--- src/rtl/ddma_xlat_pkg.sv ---
package ddma_xlat_pkg;
  localparam int BYTE_W    = 8;
  localparam int SHADOW_W  = 16;
  localparam int OFF_W     = 4;
  localparam int CHAN_W    = 3;
  localparam int BURST_LEN = 4;
  localparam int IDX_W     = $clog2(BURST_LEN);

  localparam logic [BYTE_W-1:0] CTL_LO_BASE  = 8'h00;
  localparam logic [BYTE_W-1:0] CTL_HI_BASE  = 8'hC0;
  localparam logic [BYTE_W-1:0] PAGE_LO_BASE = 8'h80;
  localparam logic [BYTE_W-1:0] PAGE_HI_BASE = 8'h88;
  localparam logic [BYTE_W-1:0] MASK_PORT    = 8'h0A;
  localparam logic [BYTE_W-1:0] STAT_PORT    = 8'h08;

  typedef enum logic [1:0] {FWD_NONE, FWD_WR, FWD_BURST, FWD_RD} fwd_kind_e;

  // page-port slot per channel within a controller
  function automatic logic [BYTE_W-1:0] page_slot(input logic [1:0] c);
    case (c)
      2'd0:    page_slot = 8'd7;
      2'd1:    page_slot = 8'd3;
      2'd2:    page_slot = 8'd1;
      default: page_slot = 8'd2;
    endcase
  endfunction
endpackage

--- src/rtl/ddma_xlat_decode.sv ---
module ddma_xlat_decode
  import ddma_xlat_pkg::*;
(
  input  logic [CHAN_W-1:0]   chan_i,
  input  logic [OFF_W-1:0]    off_i,
  input  logic [BYTE_W-1:0]   wdata_i,
  input  logic [SHADOW_W-1:0] cur_addr_i,
  input  logic [SHADOW_W-1:0] cur_cnt_i,
  input  logic [BYTE_W-1:0]   page_i,
  output fwd_kind_e           wr_kind_o,
  output logic [BYTE_W-1:0]   wr_addr_o,
  output logic [BYTE_W-1:0]   wr_data_o,
  output logic [3:0]          shadow_we_o,
  output logic                page_we_o,
  output logic                rd_fwd_o,
  output logic [BYTE_W-1:0]   rd_addr_o,
  output logic [BYTE_W-1:0]   rd_data_o
);
  logic [BYTE_W-1:0] ctl_base;
  logic [BYTE_W-1:0] page_base;

  assign ctl_base  = chan_i[CHAN_W-1] ? CTL_HI_BASE  : CTL_LO_BASE;
  assign page_base = chan_i[CHAN_W-1] ? PAGE_HI_BASE : PAGE_LO_BASE;
  assign rd_addr_o = ctl_base + STAT_PORT;

  always_comb begin
    wr_kind_o   = FWD_NONE;
    wr_addr_o   = ctl_base + {{(BYTE_W-OFF_W){1'b0}}, off_i};
    wr_data_o   = wdata_i;
    shadow_we_o = '0;
    page_we_o   = 1'b0;
    case (off_i)
      4'h0: shadow_we_o[0] = 1'b1;
      4'h1: shadow_we_o[1] = 1'b1;
      4'h4: shadow_we_o[2] = 1'b1;
      4'h5: shadow_we_o[3] = 1'b1;
      4'h2: begin
        page_we_o = 1'b1;
        wr_kind_o = FWD_WR;
        wr_addr_o = page_base + page_slot(chan_i[1:0]);
      end
      4'h8, 4'h9, 4'hA, 4'hB, 4'hD: wr_kind_o = FWD_WR;
      4'hE: begin
        wr_kind_o = FWD_BURST;
        wr_addr_o = ctl_base + MASK_PORT;
      end
      4'hF: begin
        wr_kind_o = FWD_WR;
        wr_addr_o = ctl_base + MASK_PORT;
        wr_data_o = {wdata_i[BYTE_W-3:0], chan_i[1:0]};
      end
      default: ;
    endcase
  end

  always_comb begin
    rd_fwd_o  = 1'b0;
    rd_data_o = '1;
    case (off_i)
      4'h0: rd_data_o = cur_addr_i[7:0];
      4'h1: rd_data_o = cur_addr_i[15:8];
      4'h2: rd_data_o = page_i;
      4'h4: rd_data_o = cur_cnt_i[7:0];
      4'h5: rd_data_o = cur_cnt_i[15:8];
      4'h9: rd_fwd_o  = 1'b1;
      default: ;
    endcase
  end
endmodule

--- src/rtl/ddma_xlat_shadow.sv ---
module ddma_xlat_shadow
  import ddma_xlat_pkg::*;
(
  input  logic                clk_i,
  input  logic                rst_ni,
  input  logic [3:0]          we_i,      // {cnt_hi, cnt_lo, addr_hi, addr_lo}
  input  logic                page_we_i,
  input  logic [BYTE_W-1:0]   wdata_i,
  output logic [SHADOW_W-1:0] cur_addr_o,
  output logic [SHADOW_W-1:0] cur_cnt_o,
  output logic [BYTE_W-1:0]   page_o
);
  logic [1:0][SHADOW_W-1:0] cur;

  for (genvar g = 0; g < 2; g++) begin : g_pair
    logic [SHADOW_W-1:0] base_q, cur_q;
    always_ff @(posedge clk_i or negedge rst_ni) begin
      if (!rst_ni) begin
        base_q <= '0;
        cur_q  <= '0;
      end else if (we_i[2*g]) begin
        base_q[7:0] <= wdata_i;
        cur_q       <= {base_q[15:8], wdata_i};
      end else if (we_i[2*g+1]) begin
        base_q[15:8] <= wdata_i;
        cur_q        <= {wdata_i, base_q[7:0]};
      end
    end
    assign cur[g] = cur_q;

    // any byte write reloads current from base
    p_reload_r2_r3: assert property (@(posedge clk_i) disable iff (!rst_ni)
      (we_i[2*g] || we_i[2*g+1]) |=> (cur_q == base_q));
  end

  always_ff @(posedge clk_i or negedge rst_ni) begin
    if (!rst_ni)        page_o <= '0;
    else if (page_we_i) page_o <= wdata_i;
  end

  assign cur_addr_o = cur[0];
  assign cur_cnt_o  = cur[1];
endmodule

--- src/rtl/ddma_xlat_seq.sv ---
module ddma_xlat_seq
  import ddma_xlat_pkg::*;
(
  input  logic              clk_i,
  input  logic              rst_ni,
  input  fwd_kind_e         kind_i,
  input  logic [BYTE_W-1:0] addr_i,
  input  logic [BYTE_W-1:0] data_i,
  output logic              fwd_wr_o,
  output logic              fwd_rd_o,
  output logic [BYTE_W-1:0] fwd_addr_o,
  output logic [BYTE_W-1:0] fwd_wdata_o,
  output logic              busy_o
);
  typedef enum logic [1:0] {S_IDLE, S_BURST, S_RD} state_e;
  state_e           state_q;
  logic [IDX_W-1:0] idx_q;

  always_ff @(posedge clk_i or negedge rst_ni) begin
    if (!rst_ni) begin
      state_q     <= S_IDLE;
      idx_q       <= '0;
      fwd_wr_o    <= 1'b0;
      fwd_rd_o    <= 1'b0;
      fwd_addr_o  <= '0;
      fwd_wdata_o <= '0;
    end else begin
      fwd_wr_o <= 1'b0;
      fwd_rd_o <= 1'b0;
      case (state_q)
        S_IDLE: begin
          case (kind_i)
            FWD_WR: begin
              fwd_wr_o    <= 1'b1;
              fwd_addr_o  <= addr_i;
              fwd_wdata_o <= data_i;
            end
            FWD_BURST: begin
              fwd_wr_o    <= 1'b1;
              fwd_addr_o  <= addr_i;
              fwd_wdata_o <= '0;
              idx_q       <= IDX_W'(1);
              state_q     <= S_BURST;
            end
            FWD_RD: begin
              fwd_rd_o   <= 1'b1;
              fwd_addr_o <= addr_i;
              state_q    <= S_RD;
            end
            default: ;
          endcase
        end
        S_BURST: begin
          fwd_wr_o    <= 1'b1;
          fwd_wdata_o <= {{(BYTE_W-IDX_W){1'b0}}, idx_q};
          idx_q       <= idx_q + 1'b1;
          if (idx_q == IDX_W'(BURST_LEN-1)) state_q <= S_IDLE;
        end
        default: state_q <= S_IDLE;
      endcase
    end
  end

  assign busy_o = (state_q != S_IDLE);

  // every busy cycle carries a forwarded strobe
  p_busy_strobe_r6: assert property (@(posedge clk_i) disable iff (!rst_ni)
    busy_o |-> (fwd_wr_o || fwd_rd_o));
  // forwarded reads target the status port
  p_rd_port_r8: assert property (@(posedge clk_i) disable iff (!rst_ni)
    fwd_rd_o |-> (fwd_addr_o[3:0] == STAT_PORT[3:0]));
endmodule

--- src/rtl/ddma_xlat.sv ---
module ddma_xlat
  import ddma_xlat_pkg::*;
(
  input  logic              clk_i,
  input  logic              rst_ni,
  input  logic [CHAN_W-1:0] chan_i,
  input  logic [OFF_W-1:0]  reg_addr_i,
  input  logic [BYTE_W-1:0] reg_wdata_i,
  input  logic              reg_wr_i,
  input  logic              reg_rd_i,
  output logic [BYTE_W-1:0] reg_rdata_o,
  output logic              reg_rvalid_o,
  output logic              busy_o,
  output logic              fwd_wr_o,
  output logic              fwd_rd_o,
  output logic [BYTE_W-1:0] fwd_addr_o,
  output logic [BYTE_W-1:0] fwd_wdata_o,
  input  logic [BYTE_W-1:0] fwd_rdata_i
);
  logic                acc_wr, acc_rd;
  fwd_kind_e           wr_kind, seq_kind;
  logic [BYTE_W-1:0]   wr_addr, wr_data, rd_addr, rd_data, seq_addr, page;
  logic [3:0]          dec_we;
  logic                dec_page_we, rd_fwd;
  logic [SHADOW_W-1:0] cur_addr, cur_cnt;

  assign acc_wr = reg_wr_i && !busy_o;
  assign acc_rd = reg_rd_i && !reg_wr_i && !busy_o;

  ddma_xlat_decode u_decode (
    .chan_i     (chan_i),
    .off_i      (reg_addr_i),
    .wdata_i    (reg_wdata_i),
    .cur_addr_i (cur_addr),
    .cur_cnt_i  (cur_cnt),
    .page_i     (page),
    .wr_kind_o  (wr_kind),
    .wr_addr_o  (wr_addr),
    .wr_data_o  (wr_data),
    .shadow_we_o(dec_we),
    .page_we_o  (dec_page_we),
    .rd_fwd_o   (rd_fwd),
    .rd_addr_o  (rd_addr),
    .rd_data_o  (rd_data)
  );

  ddma_xlat_shadow u_shadow (
    .clk_i     (clk_i),
    .rst_ni    (rst_ni),
    .we_i      (acc_wr ? dec_we : 4'b0),
    .page_we_i (acc_wr && dec_page_we),
    .wdata_i   (reg_wdata_i),
    .cur_addr_o(cur_addr),
    .cur_cnt_o (cur_cnt),
    .page_o    (page)
  );

  always_comb begin
    seq_kind = FWD_NONE;
    seq_addr = wr_addr;
    if (acc_wr) begin
      seq_kind = wr_kind;
    end else if (acc_rd && rd_fwd) begin
      seq_kind = FWD_RD;
      seq_addr = rd_addr;
    end
  end

  ddma_xlat_seq u_seq (
    .clk_i      (clk_i),
    .rst_ni     (rst_ni),
    .kind_i     (seq_kind),
    .addr_i     (seq_addr),
    .data_i     (wr_data),
    .fwd_wr_o   (fwd_wr_o),
    .fwd_rd_o   (fwd_rd_o),
    .fwd_addr_o (fwd_addr_o),
    .fwd_wdata_o(fwd_wdata_o),
    .busy_o     (busy_o)
  );

  always_ff @(posedge clk_i or negedge rst_ni) begin
    if (!rst_ni) begin
      reg_rdata_o  <= '0;
      reg_rvalid_o <= 1'b0;
    end else begin
      reg_rvalid_o <= 1'b0;
      if (fwd_rd_o) begin
        reg_rdata_o  <= fwd_rdata_i;
        reg_rvalid_o <= 1'b1;
      end else if (acc_rd && !rd_fwd) begin
        reg_rdata_o  <= rd_data;
        reg_rvalid_o <= 1'b1;
      end
    end
  end

  // forwarded read is answered on the next cycle
  p_rd_return_r8: assert property (@(posedge clk_i) disable iff (!rst_ni)
    fwd_rd_o |=> reg_rvalid_o);
  // strobes exclusive
  p_one_strobe_r10: assert property (@(posedge clk_i) disable iff (!rst_ni)
    !(fwd_wr_o && fwd_rd_o));
  // refused writes leave shadows alone
  p_refuse_r10: assert property (@(posedge clk_i) disable iff (!rst_ni)
    (busy_o && reg_wr_i) |=> ($stable(cur_addr) && $stable(cur_cnt) && $stable(page)));
  // write wins over simultaneous read
  p_wr_wins_r11: assert property (@(posedge clk_i) disable iff (!rst_ni)
    (reg_wr_i && reg_rd_i && !busy_o) |=> !reg_rvalid_o);
endmodule

--- config.mk ---
export PLATFORM = sky130hd
export DESIGN_NAME = ddma_xlat
export DESIGN_NICKNAME = d
export VERILOG_FILES = /design/src/rtl/ddma_xlat_pkg.sv /design/src/rtl/ddma_xlat_decode.sv /design/src/rtl/ddma_xlat_shadow.sv /design/src/rtl/ddma_xlat_seq.sv /design/src/rtl/ddma_xlat.sv
export SDC_FILE = /design/constraint.sdc
export NUM_CORES = 1
export LEC_CHECK = 0
export ABC_AREA = 1
export CAP_MARGIN = 40
export CELL_PAD_IN_SITES_DETAIL_PLACEMENT = 0
export CELL_PAD_IN_SITES_GLOBAL_PLACEMENT = 2
export CORE_MARGIN = 1
export CORE_UTILIZATION = 35
export CTS_CLUSTER_DIAMETER = 150
export DETAILED_ROUTE_END_ITERATION = 6
export DONT_BUFFER_PORTS = 1
export HOLD_SLACK_MARGIN = 0.03
export PLACE_DENSITY_LB_ADDON = 0.1
export SETUP_SLACK_MARGIN = 0.05
export SLEW_MARGIN = 20
export SYNTH_ARGS = -nofsm -noshare
export SYNTH_HDL_FRONTEND = slang
export SYNTH_SLANG_ARGS = --single-unit
export TNS_END_PERCENT = 1
--- constraint.sdc ---
create_clock -name clk_i -period 5.2 [get_ports clk_i]
set_input_delay 0.26 -clock clk_i [delete_from_list [all_inputs] [get_ports clk_i]]
set_output_delay 0.26 -clock clk_i [all_outputs]
set_load 0.1 [all_outputs]
==> impl_metrics.py <==
metrics = {
    "power": {
        "cellLeakagePower_nw": 2.90,
        "worst_vdd_drop_v": 0.000422,
        "cellPowerDensity_nw_per_um2": 620,
    },
    "cts": {
        "numCtsBuffers": 9,
        "clkSlewWorstSetupHoldPaths_ns": 0.07,
        "clockRootBuffer": "sky130_fd_sc_hd__clkbuf_16",
        "cts_setup_buffers": 0,
        "deepest_level_of_the_cts_h_tree": 3,
        "worstSkewPairLatency_ns": 0.35,
        "ctsLongestPathBuffers": 2,
        "cts_tree": "done",
        "cts_resized": 0,
        "cts_sinks": 101,
    },
    "setup_path": {
        "kind_of_start_point_of_the_critical_path": "flip-flop",
        "worst_path_most_repeated_cell": "sky130_fd_sc_hd__nand2_1",
        "path_max_fanout": 21,
        "cp-end-kind": "flip-flop",
        "timing.critical_path.slowest_cell_delay_ns": 0.66,
        "critical_path_required_ns": 5.49,
        "worstSetupPathType": "flip-flop to flip-flop",
        "critPathBufInv": 2,
        "timing.critical_path.cells": "nor2_1, nand2_1, buf_4, inv_1, nand4_1, nand2_1, ha_1, o21ai_1, nor3_1, o211ai_1, nand2_1",
        "critical-path-top-delay-family": "simple AND/OR/NAND/NOR gates",
        "timing.critical_path.slowest_stage_cell": "sky130_fd_sc_hd__nor3_1",
        "cp.arrival_ns": 3.02,
    },
    "die": {
        "floorplan.rows": 42,
        "dieHeight_um": 119,
        "design.core.area_um2": 13300,
        "initial_utilization": 0.361,
        "die_area_um2": 14200,
        "die-width_um": 119,
        "ioPinCount": 55,
    },
    "routing": {
        "antenna_left": 0,
        "drt_wl_cell_um": 16.7,
        "vias_after_detailed_routing": 3970,
        "drt_first_iter_violations": 278,
        "drt_drc_violations_left": 0,
        "dr.pass1.iters": 4,
        "drt-vias-per-instance": 4.90,
        "detail_route.wirelength_mm": 13.5,
    },
    "timing": {
        "setup_viol": 0,
        "hold_viol_final": 0,
        "final_period_minus_worst_setup_slack_ns": 2.74,
        "final_cycle_utilization_of_the_critical_path": 0.527,
        "rsz0062_at_grt": "false",
        "tightest_slew_ns": 0.896,
        "final.setup.tns_ns": 0,
        "slew_headroom": 0.403,
        "fmax_mhz": 365,
        "final-max-slew-violation-count": 0,
        "timing.clock.skew_ns": 0.00816,
    },
    "run_status": {
        "result_of_the_run": "finished, final reports clean",
    },
    "synthesis": {
        "register_bit_count_reported_by_yosys": 101,
        "synth_top_cell_by_area": "sky130_fd_sc_hd__dfrtp_1",
        "dominantRegCellSynth": "sky130_fd_sc_hd__dfrtp_1",
        "main_combinational_cell_family_by_area_after_synthesis": "simple AND/OR/NAND/NOR gates",
        "count_of_flip_flops_with_a_built_in_enable_after_synthesis": 0,
        "yosys-top-cells-area": "sky130_fd_sc_hd__dfrtp_1, sky130_fd_sc_hd__nand2_1, sky130_fd_sc_hd__nand3_1, sky130_fd_sc_hd__nor2_1, sky130_fd_sc_hd__o21ai_0",
        "syn_area_per_cell_um2": 8.10,
        "yosysWarnings": 0,
        "sequential_fraction_of_the_synthesis_area": 0.526,
        "synthMuxAreaShare": 0,
        "synth-compound-area-share": 0.103,
        "synthXorXnorAreaFrac": 0,
        "synth_fa_ha_area_frac": 0.0104,
        "syn-cell-area_um2": 4810,
        "simple_gate_area_share_of_the_yosys_netlist": 0.299,
        "synth_async_sr_flop_share": 1.00,
        "yosys-top-cells-count": "sky130_fd_sc_hd__nand2_1, sky130_fd_sc_hd__dfrtp_1, sky130_fd_sc_hd__nor2_1",
        "yosys_top_cell_area_share": 0.526,
        "synthesis.instances": 593,
        "yosys.cell_types.count": 33,
        "most_common_cell_in_the_netlist": "sky130_fd_sc_hd__nand2_1",
    },
    "cells_and_area": {
        "finish.utilization": 0.440,
        "insertedDiodeCount": 0,
        "final_nets": 661,
        "area_growth_synth_to_finish_pct": 21.6,
        "layout-drive-gt1-share": 0.0992,
        "fillCellCount": 1364,
        "final_cells": 811,
    },
    "grt": {
        "antenna_found_initial": 0,
        "grt_pass1_vias": 3779,
        "grt_remaining_overflow": 0,
        "grt_pass1_wl_mm": 21.7,
        "grt_max_degree": 102,
        "groute.usage.overall": 0.204,
    },
    "place": {
        "placedCellCount": 782,
        "gp_congestion": 0.757,
        "detailedPlacementHpwl_mm": 9.50,
        "portBuffers": 0,
    },
    "min_path": {
        "min_path_type": "primary input to flip-flop",
    },
    "flow_run": {
        "drv.max_cap_violation_count": 0,
    },
}
-- final timing paths --
| path | start | cells after the start | endpoint | slack (ns) |
|---|---|---|---|---|
| min in group asynchronous | rst_ni | 2 | reg_rvalid_o | 0.55 |
| max | u_seq.state_q[1] | 11 | u_seq.fwd_wdata_o[5] | 2.46 |
| max in group asynchronous | rst_ni | 2 | u_shadow.cur_addr_o[15] | 4.24 |
| max reg2reg | u_seq.state_q[1] | 11 | u_seq.fwd_wdata_o[5] | 2.46 |
| min | reg_wdata_i[3] | 2 | u_shadow.g_pair[1].base_q[11] | 0.06 |
| min reg2reg | u_shadow.cur_addr_o[10] | 2 | u_shadow.cur_addr_o[10] | 0.48 |
-- layer usage --
layer / vias up / global-route usage / part of all wire
met5: - / 0 / 0
met4: 0 / 0.0411 / 0.0075
met3: 5 / 0.0536 / 0.056
met2: 97 / 0.298 / 0.44
met1: 1886 / 0.301 / 0.50
li1: 1982 / - / -
-- kinds of logic (layout without fill, tap and decap cells) --
family,count (synthesis),count (layout)
flip-flops,101,101
other,1,2
AND/OR/NAND/NOR,340,340
buffers and inverters,65,106
adder cells (fa/ha/maj),4,4
AO/OA/AOI/OAI,82,82
-- area by class of cell --
class                           count  area, um^2  area share
Multi-Input combinational cell    428        1990       0.341
Timing Repair Buffer               45         657       0.112
Clock inverter                      6        47.5     0.00813
Sequential cell                   101        2530       0.432
Inverter                           45         171      0.0293
Clock buffer                       10         229      0.0392
Tap cell                          176         220      0.0377
-- timing repair --
action | 4_1_cts | 5_1_grt
hold buffers | 2 | 0
endpoints found under the hold margin | 101 | 0
endpoints found under the setup margin | 0 | 0
-- report_power, final --
group | internal [mW] | total [mW] | switching [mW] | leakage [nW]
sequential | 1.12 | 1.52 | 0.405 | 1.27
clock | 0.329 | 0.640 | 0.311 | 0.133
combinational | 0.573 | 1.47 | 0.893 | 1.51
total | 2.02 | 3.63 | 1.61 | 2.90
-- through the flow --
step           area, um^2  setup slack [ns]  hold slack, ns  power, mW
2_1_floorplan        4810              2.56         -0.0356       2.35
3_3_place_gp         4930              2.14         -0.0326       2.50
3_5_place_dp         5400              2.44         -0.0326       2.89
4_1_cts              5710              2.43          0.0390       3.56
5_1_grt              5850              2.16          0.0513       3.85
6_report             5850              2.46          0.0555       3.63
-- cells in the final DEF, fill, tap and decap left out --
cell,Yosys,layout
sky130_fd_sc_hd__nand2_1,220,220
sky130_fd_sc_hd__dfrtp_1,101,101
sky130_fd_sc_hd__nor2_1,50,50
sky130_fd_sc_hd__nand3_1,49,49
sky130_fd_sc_hd__inv_1,39,39
sky130_fd_sc_hd__o21ai_0,36,36
sky130_fd_sc_hd__buf_16,0,18
sky130_fd_sc_hd__o211ai_1,16,16
sky130_fd_sc_hd__buf_1,0,14
sky130_fd_sc_hd__a21oi_1,12,12
sky130_fd_sc_hd__clkbuf_16,0,11
sky130_fd_sc_hd__o21a_1,8,8
sky130_fd_sc_hd__clkbuf_1,6,8
sky130_fd_sc_hd__nor2_4,5,5
sky130_fd_sc_hd__nand2_2,5,5
sky130_fd_sc_hd__inv_2,4,4
sky130_fd_sc_hd__nor2_2,4,4
sky130_fd_sc_hd__ha_1,4,4
sky130_fd_sc_hd__o21ai_1,3,3
sky130_fd_sc_hd__clkinv_4,0,3
sky130_fd_sc_hd__buf_4,5,3
sky130_fd_sc_hd__a31oi_1,2,2
sky130_fd_sc_hd__nor3_1,2,2
sky130_fd_sc_hd__nand3_2,2,2
sky130_fd_sc_hd__conb_1,1,2
sky130_fd_sc_hd__a22oi_1,1,1
sky130_fd_sc_hd__nand4_1,1,1
sky130_fd_sc_hd__nor2_8,1,1
sky130_fd_sc_hd__a21oi_2,1,1
sky130_fd_sc_hd__o31ai_1,1,1
sky130_fd_sc_hd__nand2_4,1,1
sky130_fd_sc_hd__a21oi_4,1,1
sky130_fd_sc_hd__inv_4,1,1
sky130_fd_sc_hd__clkinv_1,1,1
sky130_fd_sc_hd__o32ai_1,1,1
sky130_fd_sc_hd__clkinv_2,0,1
sky130_fd_sc_hd__clkinvlp_4,0,1
sky130_fd_sc_hd__inv_6,0,1
sky130_fd_sc_hd__dlygate4sd3_1,0,1
-- sequential cells by signal (all words and copies together), names as in the netlist, 6 cells and up --
register,cells
u_shadow.g_pair.base_q,32
u_seq.fwd_wdata_o,8
u_shadow.cur_addr_o,16
u_shadow.page_o,8
reg_rdata_o,8
u_seq.fwd_addr_o,6
u_shadow.cur_cnt_o,16
Power figures use the tool's default switching activity.
